$ cat src/rtl/twp_pkg.sv
package twp_pkg;

   localparam int DATA_BYTES = 4;

   typedef enum logic [1:0] {OP_NONE, OP_RD, OP_WR, OP_SETADR} op_e;

   typedef enum logic [2:0] {S_IDLE, S_SEND, S_ACK, S_TURN, S_RECV, S_TAIL} st_e;

   typedef struct packed {
      op_e        op;
      logic [2:0] nbytes;
   } cmd_info_t;

   function automatic cmd_info_t decode_cmd(input logic [7:0] c);
      cmd_info_t r;
      r.op     = OP_NONE;
      r.nbytes = 3'd0;
      case (c)
         8'h8B: r = '{OP_RD, 3'd1};
         8'h9C: r = '{OP_RD, 3'd2};
         8'hA6: r = '{OP_RD, 3'd4};
         8'h4E: r = '{OP_WR, 3'd1};
         8'h59: r = '{OP_WR, 3'd2};
         8'h63: r = '{OP_WR, 3'd4};
         8'hE8: r = '{OP_SETADR, 3'd0};
         default: ;
      endcase
      return r;
   endfunction

   function automatic logic par_even(input logic [7:0] b);
      return ^b;
   endfunction

endpackage

$ cat src/rtl/twp_sclgen.sv
module twp_sclgen #(
   parameter int DIV_W = 8
) (
   input  logic             clk,
   input  logic             rst_n,
   input  logic             run,
   input  logic             kick,
   input  logic [DIV_W-1:0] div,
   output logic             scl,
   output logic             rise_ev,
   output logic             fall_ev
);

   logic [DIV_W-1:0] cnt;
   logic             wrap;

   assign wrap    = (cnt == div);
   assign rise_ev = run && !scl && wrap;
   assign fall_ev = run && scl && wrap;

   always_ff @(posedge clk or negedge rst_n) begin
      if (!rst_n) begin
         cnt <= '0;
         scl <= 1'b1;
      end else if (kick) begin
         cnt <= '0;
         scl <= 1'b0;
      end else if (!run) begin
         cnt <= '0;
         scl <= 1'b1;
      end else if (wrap) begin
         cnt <= '0;
         scl <= ~scl;
      end else begin
         cnt <= cnt + 1'b1;
      end
   end

   // a frame always opens with the low half of a slot
   assert_low_first_R2: assert property (@(posedge clk) disable iff (!rst_n)
      kick |=> !scl);

endmodule

$ cat src/rtl/twp_sda_delay.sv
module twp_sda_delay #(
   parameter int DLY_W = 3
) (
   input  logic             clk,
   input  logic             rst_n,
   input  logic             load,
   input  logic             bit_in,
   input  logic             oe_in,
   input  logic [DLY_W-1:0] dly,
   output logic             sda,
   output logic             sda_oe
);

   logic [DLY_W-1:0] cnt;
   logic             armed;
   logic             pend_bit;
   logic             pend_oe;

   always_ff @(posedge clk or negedge rst_n) begin
      if (!rst_n) begin
         sda      <= 1'b1;
         sda_oe   <= 1'b0;
         cnt      <= '0;
         armed    <= 1'b0;
         pend_bit <= 1'b1;
         pend_oe  <= 1'b0;
      end else if (load) begin
         if (dly == '0) begin
            sda    <= bit_in;
            sda_oe <= oe_in;
            armed  <= 1'b0;
         end else begin
            pend_bit <= bit_in;
            pend_oe  <= oe_in;
            cnt      <= dly - 1'b1;
            armed    <= 1'b1;
         end
      end else if (armed) begin
         if (cnt == '0) begin
            sda    <= pend_bit;
            sda_oe <= pend_oe;
            armed  <= 1'b0;
         end else begin
            cnt <= cnt - 1'b1;
         end
      end
   end

   // a pending change must land before the next slot loads
   assert_delay_fits_slot_R4: assert property (@(posedge clk) disable iff (!rst_n)
      load |-> !armed);

endmodule

$ cat src/rtl/twp_engine.sv
module twp_engine
   import twp_pkg::*;
#(
   parameter int DIV_W = 8,
   parameter int DLY_W = 3,
   parameter int EW    = 4
) (
   input  logic             clk,
   input  logic             rst_n,
   input  logic             start,
   input  logic [7:0]       cmd,
   input  logic [7:0]       rt_addr,
   input  logic [7:0]       reg_addr,
   input  logic [15:0]      dev_addr,
   input  logic [31:0]      wdata,
   input  logic [DIV_W-1:0] div,
   input  logic [DLY_W-1:0] sda_dly,
   input  logic             sda_i,
   output logic             scl_o,
   output logic             sda_o,
   output logic             sda_oe,
   output logic             busy,
   output logic             done,
   output logic             ack_err,
   output logic             data_err,
   output logic [EW-1:0]    err_byte,
   output logic [31:0]      rdata
);

   localparam int CNT_W = $clog2(DATA_BYTES) + 1;

   if (DIV_W < 1) begin : g_bad_div
      $error("DIV_W must be at least 1");
   end
   if (DLY_W < 1) begin : g_bad_dly
      $error("DLY_W must be at least 1");
   end
   if (EW < CNT_W - 1) begin : g_bad_ew
      $error("EW too narrow for the byte index");
   end

   st_e              st, n_st;
   op_e              op;
   logic [2:0]       nb;
   logic             dphase, n_dph, abort;
   logic [31:0]      q, n_q, wd_q, wd_sw;
   logic [2:0]       qn, n_qn;
   logic [CNT_W-1:0] bidx, n_bidx;
   logic [3:0]       bitn, n_bit;
   logic [7:0]       rxb, n_cur;
   logic [DIV_W-1:0] div_q;
   logic [DLY_W-1:0] dly_q, dly_now;
   logic             n_drv, n_val;
   logic             rise_ev, fall_ev, accept, run, rx_ok;
   cmd_info_t        ci;

   assign ci     = decode_cmd(cmd);
   assign accept = start && (st == S_IDLE) && (ci.op != OP_NONE);
   assign run    = (st != S_IDLE);
   assign busy   = run;
   assign wd_sw  = {wd_q[7:0], wd_q[15:8], wd_q[23:16], wd_q[31:24]};
   assign rx_ok  = (sda_i == par_even(rxb));

   always_comb begin
      if (int'(sda_dly) > int'(div)) dly_now = DLY_W'(div);
      else                           dly_now = sda_dly;
   end

   // next slot, taken at each falling SCL edge
   always_comb begin
      n_st   = st;
      n_q    = q;
      n_qn   = qn;
      n_bidx = bidx;
      n_bit  = bitn;
      n_dph  = dphase;
      case (st)
         S_SEND: begin
            if (bitn != 4'd8) begin
               n_bit = bitn + 4'd1;
            end else if (3'(bidx + 1'b1) < qn) begin
               n_bidx = bidx + 1'b1;
               n_bit  = 4'd0;
               n_q    = {q[23:0], 8'h00};
            end else begin
               n_bit  = 4'd0;
               n_bidx = '0;
               if (op == OP_RD)                n_st = S_TURN;
               else if (op == OP_WR && dphase) n_st = S_TAIL;
               else                            n_st = S_ACK;
            end
         end
         S_ACK: begin
            if (abort || op != OP_WR) begin
               n_st = S_TAIL;
            end else begin
               n_st   = S_SEND;
               n_dph  = 1'b1;
               n_q    = wd_sw;
               n_qn   = nb;
               n_bidx = '0;
               n_bit  = 4'd0;
            end
         end
         S_TURN: begin
            n_st   = S_RECV;
            n_bidx = '0;
            n_bit  = 4'd0;
         end
         S_RECV: begin
            if (abort)                         n_st = S_TAIL;
            else if (bitn != 4'd8)             n_bit = bitn + 4'd1;
            else if (3'(bidx + 1'b1) < nb) begin
               n_bidx = bidx + 1'b1;
               n_bit  = 4'd0;
            end else                           n_st = S_TAIL;
         end
         default: ;
      endcase
      n_cur = n_q[31:24];
      n_drv = (n_st == S_SEND);
      if (!n_drv)              n_val = 1'b1;
      else if (n_bit == 4'd8)  n_val = par_even(n_cur);
      else                     n_val = n_cur[3'd7 - n_bit[2:0]];
   end

   always_ff @(posedge clk or negedge rst_n) begin
      if (!rst_n) begin
         st       <= S_IDLE;
         op       <= OP_NONE;
         nb       <= 3'd0;
         dphase   <= 1'b0;
         abort    <= 1'b0;
         q        <= '0;
         qn       <= 3'd0;
         wd_q     <= '0;
         bidx     <= '0;
         bitn     <= 4'd0;
         rxb      <= 8'h00;
         div_q    <= '0;
         dly_q    <= '0;
         done     <= 1'b0;
         ack_err  <= 1'b0;
         data_err <= 1'b0;
         err_byte <= '0;
      end else begin
         done <= 1'b0;
         if (accept) begin
            st       <= S_SEND;
            op       <= ci.op;
            nb       <= ci.nbytes;
            dphase   <= 1'b0;
            abort    <= 1'b0;
            bidx     <= '0;
            bitn     <= 4'd0;
            rxb      <= 8'h00;
            wd_q     <= wdata;
            div_q    <= div;
            dly_q    <= dly_now;
            ack_err  <= 1'b0;
            data_err <= 1'b0;
            err_byte <= '0;
            if (ci.op == OP_SETADR) begin
               q  <= {cmd, dev_addr, rt_addr};
               qn <= 3'd4;
            end else begin
               q  <= {cmd, rt_addr, reg_addr, 8'h00};
               qn <= 3'd3;
            end
         end else if (fall_ev) begin
            st     <= n_st;
            q      <= n_q;
            qn     <= n_qn;
            bidx   <= n_bidx;
            bitn   <= n_bit;
            dphase <= n_dph;
         end else if (rise_ev) begin
            case (st)
               S_ACK: if (sda_i) begin
                  ack_err <= 1'b1;
                  abort   <= 1'b1;
               end
               S_RECV: begin
                  if (bitn != 4'd8) begin
                     rxb <= {rxb[6:0], sda_i};
                  end else if (!rx_ok) begin
                     data_err <= 1'b1;
                     err_byte <= EW'(bidx);
                     abort    <= 1'b1;
                  end
               end
               S_TAIL: begin
                  st   <= S_IDLE;
                  done <= 1'b1;
               end
               default: ;
            endcase
         end
      end
   end

   for (genvar g = 0; g < DATA_BYTES; g++) begin : g_lane
      logic [7:0] lane_q;
      always_ff @(posedge clk or negedge rst_n) begin
         if (!rst_n)
            lane_q <= 8'h00;
         else if (accept)
            lane_q <= 8'h00;
         else if (rise_ev && st == S_RECV && bitn == 4'd8 && rx_ok && bidx == CNT_W'(g))
            lane_q <= rxb;
      end
      assign rdata[8*g +: 8] = lane_q;
   end

   twp_sclgen #(.DIV_W(DIV_W)) u_scl (
      .clk     (clk),
      .rst_n   (rst_n),
      .run     (run),
      .kick    (accept),
      .div     (div_q),
      .scl     (scl_o),
      .rise_ev (rise_ev),
      .fall_ev (fall_ev)
   );

   twp_sda_delay #(.DLY_W(DLY_W)) u_sda (
      .clk    (clk),
      .rst_n  (rst_n),
      .load   (accept || fall_ev),
      .bit_in (accept ? cmd[7] : n_val),
      .oe_in  (accept ? 1'b1 : n_drv),
      .dly    (accept ? dly_now : dly_q),
      .sda    (sda_o),
      .sda_oe (sda_oe)
   );

   assert_idle_released_R1: assert property (@(posedge clk) disable iff (!rst_n)
      !busy |-> !sda_oe);

   assert_sda_quiet_high_R3: assert property (@(posedge clk) disable iff (!rst_n)
      (scl_o && $past(scl_o)) |-> ($stable(sda_o) && $stable(sda_oe)));

   assert_busy_needs_start_R5: assert property (@(posedge clk) disable iff (!rst_n)
      $rose(busy) |-> $past(start));

   assert_err_exclusive_R9: assert property (@(posedge clk) disable iff (!rst_n)
      !(ack_err && data_err));

   assert_done_at_rise_R11: assert property (@(posedge clk) disable iff (!rst_n)
      done |-> (scl_o && !busy));

   assert_done_single_R11: assert property (@(posedge clk) disable iff (!rst_n)
      done |=> !done);

endmodule

$ cat config.mk
export PLATFORM = sky130hd
export DESIGN_NAME = twp_engine
export DESIGN_NICKNAME = d
export VERILOG_FILES = /design/src/rtl/twp_pkg.sv /design/src/rtl/twp_sclgen.sv /design/src/rtl/twp_sda_delay.sv /design/src/rtl/twp_engine.sv
export SDC_FILE = /design/constraint.sdc
export NUM_CORES = 1
export LEC_CHECK = 0
export BUFFER_PORTS_ARGS = -buffer_cell sky130_fd_sc_hd__buf_2
export CAP_MARGIN = 20
export CORE_UTILIZATION = 61
export DETAILED_ROUTE_END_ITERATION = 16
export GPL_TIMING_DRIVEN = 0
export PLACE_DENSITY_LB_ADDON = 0.2
export SETUP_SLACK_MARGIN = 0.02
export SYNTH_ARGS = -nofsm -noshare
export SYNTH_HDL_FRONTEND = slang
export SYNTH_SLANG_ARGS = --single-unit
$ cat constraint.sdc
create_clock -name clk -period 5.95 [get_ports clk]
set_input_delay 0.2975 -clock clk [delete_from_list [all_inputs] [get_ports clk]]
set_output_delay 0.2975 -clock clk [all_outputs]
set_load 0.01 [all_outputs]
==> results by group <==
Outcome
  • Status: complete, no violations

Critical path
  • Crit-path max FO: 7
  • Largest stage delay on the critical path: 0.50 ns
  • CP max-delay cell: a31oi_1
  • Crit path to: u_sda.sda$_DFFE_PN1P_
  • Reg2reg start: bidx[0]$_DFFE_PN0P_
  • R2r setup slk: 2.14 ns
  • Crit-path most repeated cell: ha_1
  • Path type of the worst setup path: flip-flop to flip-flop
  • Worst setup path start: bidx[0]$_DFFE_PN0P_
  • Worst EP required: between 6 and 7 ns
  • CP Data Arrival Time: 4.16 ns
  • R2R cell count: 13
  • CP Cell Sequence: ha_1, ha_1, inv_1, ha_1, a21o_1, a31oi_1, o21ai_0, a31oi_1, mux2_2, o311a_1, nor4bb_1, a311o_1, a211oi_2
  • Worst setup SP type: flip-flop
  • R2r endpoint: u_sda.sda$_DFFE_PN1P_
  • CP Capture Type: flip-flop

Clock network
  • CTS tree: yes
  • H-tree depth: 4
  • Clock buffer count from CTS: 17
  • Clk Latency, worst-skew pair: 0.43 ns
  • Clock transition at the registers of the reported paths: roughly 0.060 ns
  • Clk root buf: clkbuf_16
  • Clock Path Buffers: 2
  • Clk sinks: 158
  • Post_cts resized: 0

Floorplan
  • Die Area: 13660 µm²
  • Initial core utilization: 63.30%
  • Num rows: 41
  • Height of the die: 116.9 µm
  • I/O pins: 130
  • Core area: 12720 µm²
  • Die X: 116.9 µm

Final layout
  • FF/Latch Area: around 4000 µm²
  • Area of the multi-input gates: around 3800 µm²
  • Layout cells sized above 1: 18.55%
  • Final net count: 1114
  • Area grow syn2layout: 18.65%
  • Inserted Diodes: 0
  • Fillers: 971

Synth
  • Average size of a mapped cell: 9.342 µm²
  • Ys async rst share: 100.0%
  • Syn Inst Count: around 860
  • Distinct cells, synth: 68
  • Post-synth EDFFs: 0
  • Ys flop type: dfrtp_1
  • Post-Syn Nets: 965
  • FF+latch count, synth: ~160
  • Sequential element share of the synthesized area: 49.15%
  • Mapped cell area: 8053 µm²
  • YS warnings: 0

Timing
  • Relative slew slack: 28.18%
  • RSZ-0062 raised after global routing: no
  • Final Hold Fails: 0
  • Worst Max-Slew Pin Slew: 1.067 ns
  • Final setup margin: around 2.1 ns
  • Final Skew: 0.01122 ns
  • Setup violators final: 0
  • Setup TNS: 0 ns
  • Pins over their slew limit: 0
  • Tcrit/Tclk final: 64.07%
  • Min Tclk post-route: roughly 3.8 ns
  • Max frequency: 0.2623 GHz

Drt
  • Drt pass-1 iters: 5
  • Final wirelength: slightly above 20000 µm
  • Antenna viol nets, final: 0
  • Vias/cell: around 5.8
  • DR vias: about 7000
  • 1st-iter DRT viols: 666
  • # DRC: 0
  • Wire per inst: 17.18 µm

Power and ir drop
  • Combinational power share: around 3.3%
  • PwrDens: roughly 240 nW/µm²
  • Sw Share: 21.73%
  • Switching pwr: 0.0004879 W
  • Clk pwr share: 48.9%
  • P_int: 0.001757 W
  • P_leak: ~4.9 nW
  • Reg power frac: about 48%
  • Peak supply drop: slightly below 0.2 mV

Run
  • Max Cap Violations: 0

GRT
  • Overflow after GRT: 0
  • Largest net degree at the start of global routing: 101
  • Vias in the first global route: 6598
  • First-pass GRT wire length: approximately 33000 µm
  • Initial antenna violation count: 0
  • Global Route Usage Sum: around 32%

Place
  • Gpl congestion: 0.9002
  • Dpl hpwl: ~15000 µm
  • Buffers on Ports: 128
  • Place WS: 2.153 ns

Hold path
  • Hold WC Path Type: primary input to flip-flop
## how the worst min path moves through the flow
stage / cells past startpoint / start / slack, ns / end
final: 3 / wdata[6] / 0.05 / wd_q[6]$_DFFE_PN0N_
after floorplan: 0 / rst_n / 0.002 / abort$_DFFE_PN0P_
after global placement: 2 / u_sda.pend_bit$_DFFE_PN1P_ / 0.45 / u_sda.pend_bit$_DFFE_PN1P_
after detailed placement: 1 / rst_n / 0.31 / u_scl.cnt[2]$_DFF_PN0_
after CTS: 3 / wdata[26] / 0.04 / wd_q[26]$_DFFE_PN0N_
after global routing: 3 / wdata[10] / 0.06 / wd_q[10]$_DFFE_PN0N_
## synth_stat cells (3+ instances only)
| cell | number | area (µm²) |
|---|---|---|
| nand2_1 | 192 | 720.7 |
| dfrtp_1 | 155 | 3879 |
| nor2_1 | 77 | 289.0 |
| o21ai_0 | 53 | 265.3 |
| mux2i_1 | 45 | 450.4 |
| clkbuf_1 | 33 | 123.9 |
| a21oi_1 | 28 | 140.1 |
| inv_1 | 27 | 101.4 |
| nand3_1 | 23 | 115.1 |
| xnor2_1 | 23 | 201.4 |
| a221oi_1 | 17 | 148.9 |
| a22o_1 | 16 | 140.1 |
| ha_1 | 16 | 200.2 |
| a22oi_1 | 9 | 67.56 |
| buf_1 | 9 | 33.78 |
| nor2b_1 | 9 | 56.30 |
| nor3_1 | 9 | 45.04 |
| a32o_1 | 7 | 70.07 |
| nand2b_1 | 7 | 43.79 |
| o211ai_1 | 7 | 52.55 |
| a31oi_1 | 6 | 37.54 |
| buf_2 | 6 | 30.03 |
| and3_1 | 5 | 31.28 |
| mux2_2 | 5 | 56.30 |
| nand4_1 | 5 | 31.28 |
| o22ai_1 | 5 | 31.28 |
| xor2_1 | 5 | 43.79 |
| a21o_1 | 4 | 30.03 |
| and2_1 | 4 | 25.02 |
| nor4bb_1 | 4 | 40.04 |
| o21a_1 | 4 | 30.03 |
| dfstp_2 | 3 | 78.83 |
| o21ai_1 | 3 | 15.01 |
| o31ai_1 | 3 | 22.52 |
## sequential cells by signal (all words and copies together) (netlist names), 2 cells and up
register / flops
q: 32
qn: 3
u_scl.cnt: 8
wd_q: 32
nb: 3
err_byte: 3
st: 3
div_q: 8
dly_q: 3
bidx: 3
u_sda.cnt: 3
bitn: 4
rxb: 8
op: 2
g_lane.lane_q: 32
## power by group through the flow
stage	registers [W]	logic, W	clock network, W
floorplan	0.00110	0.0000124	0
global route	0.00107	0.0000817	0.00115
finish	0.00107	0.0000730	0.00110
global placement	0.00109	0.0000691	0
CTS	0.00108	0.0000740	0.00110
detailed placement	0.00109	0.0000730	0
## logic make-up after synthesis
logic type / count (synthesis) / share of synthesized area (%)
xor gates and xnor gates: 28 / 3.045
other: 1 / 0.04657
adders and majority gates: 16 / 2.486
muxes: 52 / 6.712
buffers and inverters: 76 / 3.682
DFF: 158 / 49.15
AOI/OAI and AO/OA: 181 / 15.40
and+or+nand+nor: 350 / 19.48
## through the flow
stage	cells	hold WS [ns]	power (W)	util (%)	area, µm²
after floorplan	862	0.001909	0.001108	-	8053
after global placement	1162	0.4531	0.001164	70.02	8909
after detailed placement	1163	0.3091	0.001168	70.29	8942
after CTS	1196	0.04294	0.002252	75.10	9554
after global routing	1196	0.05912	0.002301	75.10	9554
final	1196	0.05485	0.002245	75.10	9554
## cells in the final DEF, fill, tap and decap left out, drive strengths merged, types with 4 or more instances in the layout
| master | synthesis | final |
|---|---|---|
| nand2 | 192 | 192 |
| dfrtp | 155 | 155 |
| buf | 16 | 145 |
| nor2 | 77 | 77 |
| o21ai | 56 | 56 |
| clkbuf | 33 | 53 |
| mux2i | 45 | 45 |
| a21oi | 29 | 29 |
| inv | 27 | 28 |
| nand3 | 24 | 24 |
| xnor2 | 23 | 23 |
| a221oi | 17 | 17 |
| a22o | 16 | 16 |
| ha | 16 | 16 |
| nor3 | 12 | 12 |
| a22oi | 10 | 10 |
| nor2b | 9 | 9 |
| nand2b | 7 | 7 |
| o211ai | 7 | 7 |
| a32o | 7 | 7 |
| a31oi | 7 | 7 |
| mux2 | 6 | 6 |
| nand4 | 5 | 5 |
| and3 | 5 | 5 |
| xor2 | 5 | 5 |
| o22ai | 5 | 5 |
| clkinv | 0 | 5 |
| nor4bb | 4 | 4 |
| and2 | 4 | 4 |
| a21o | 4 | 4 |
| o21a | 4 | 4 |
| clkinvlp | 0 | 4 |
## final cells by class
class	instances	area share, %
buffer	49	2.043
clock buffer	20	4.885
clock inverter	12	1.414
inverter	27	1.061
multi-input combinational	628	39.76
sequential	158	41.42
tap	172	2.252
timing repair buffer	130	7.163
## per-layer routing
metal,wire [µm],track usage (%),vias up
met5,0,0,-
met4,402,13.84,0
met3,1462,5.561,34
met2,9777,50.45,296
met1,8910,44.13,3339
li1,-,-,3296
## critical path, delay by kind of cell (launching register included)
family | cells | cell delay [ns]
buf+inv | 1 | 0.12
mux | 1 | 0.42
simple gates | 1 | 0.13
compound gates | 7 | 1.82
fa+ha+maj | 3 | 0.76
flops | 1 | 0.47
## repair_timing
action	in CTS	in global routing
setup buffers	0	0
hold buffers	1	0
endpoints found under the hold margin	55	0
No activity file was read; power rests on OpenSTA's default activity.
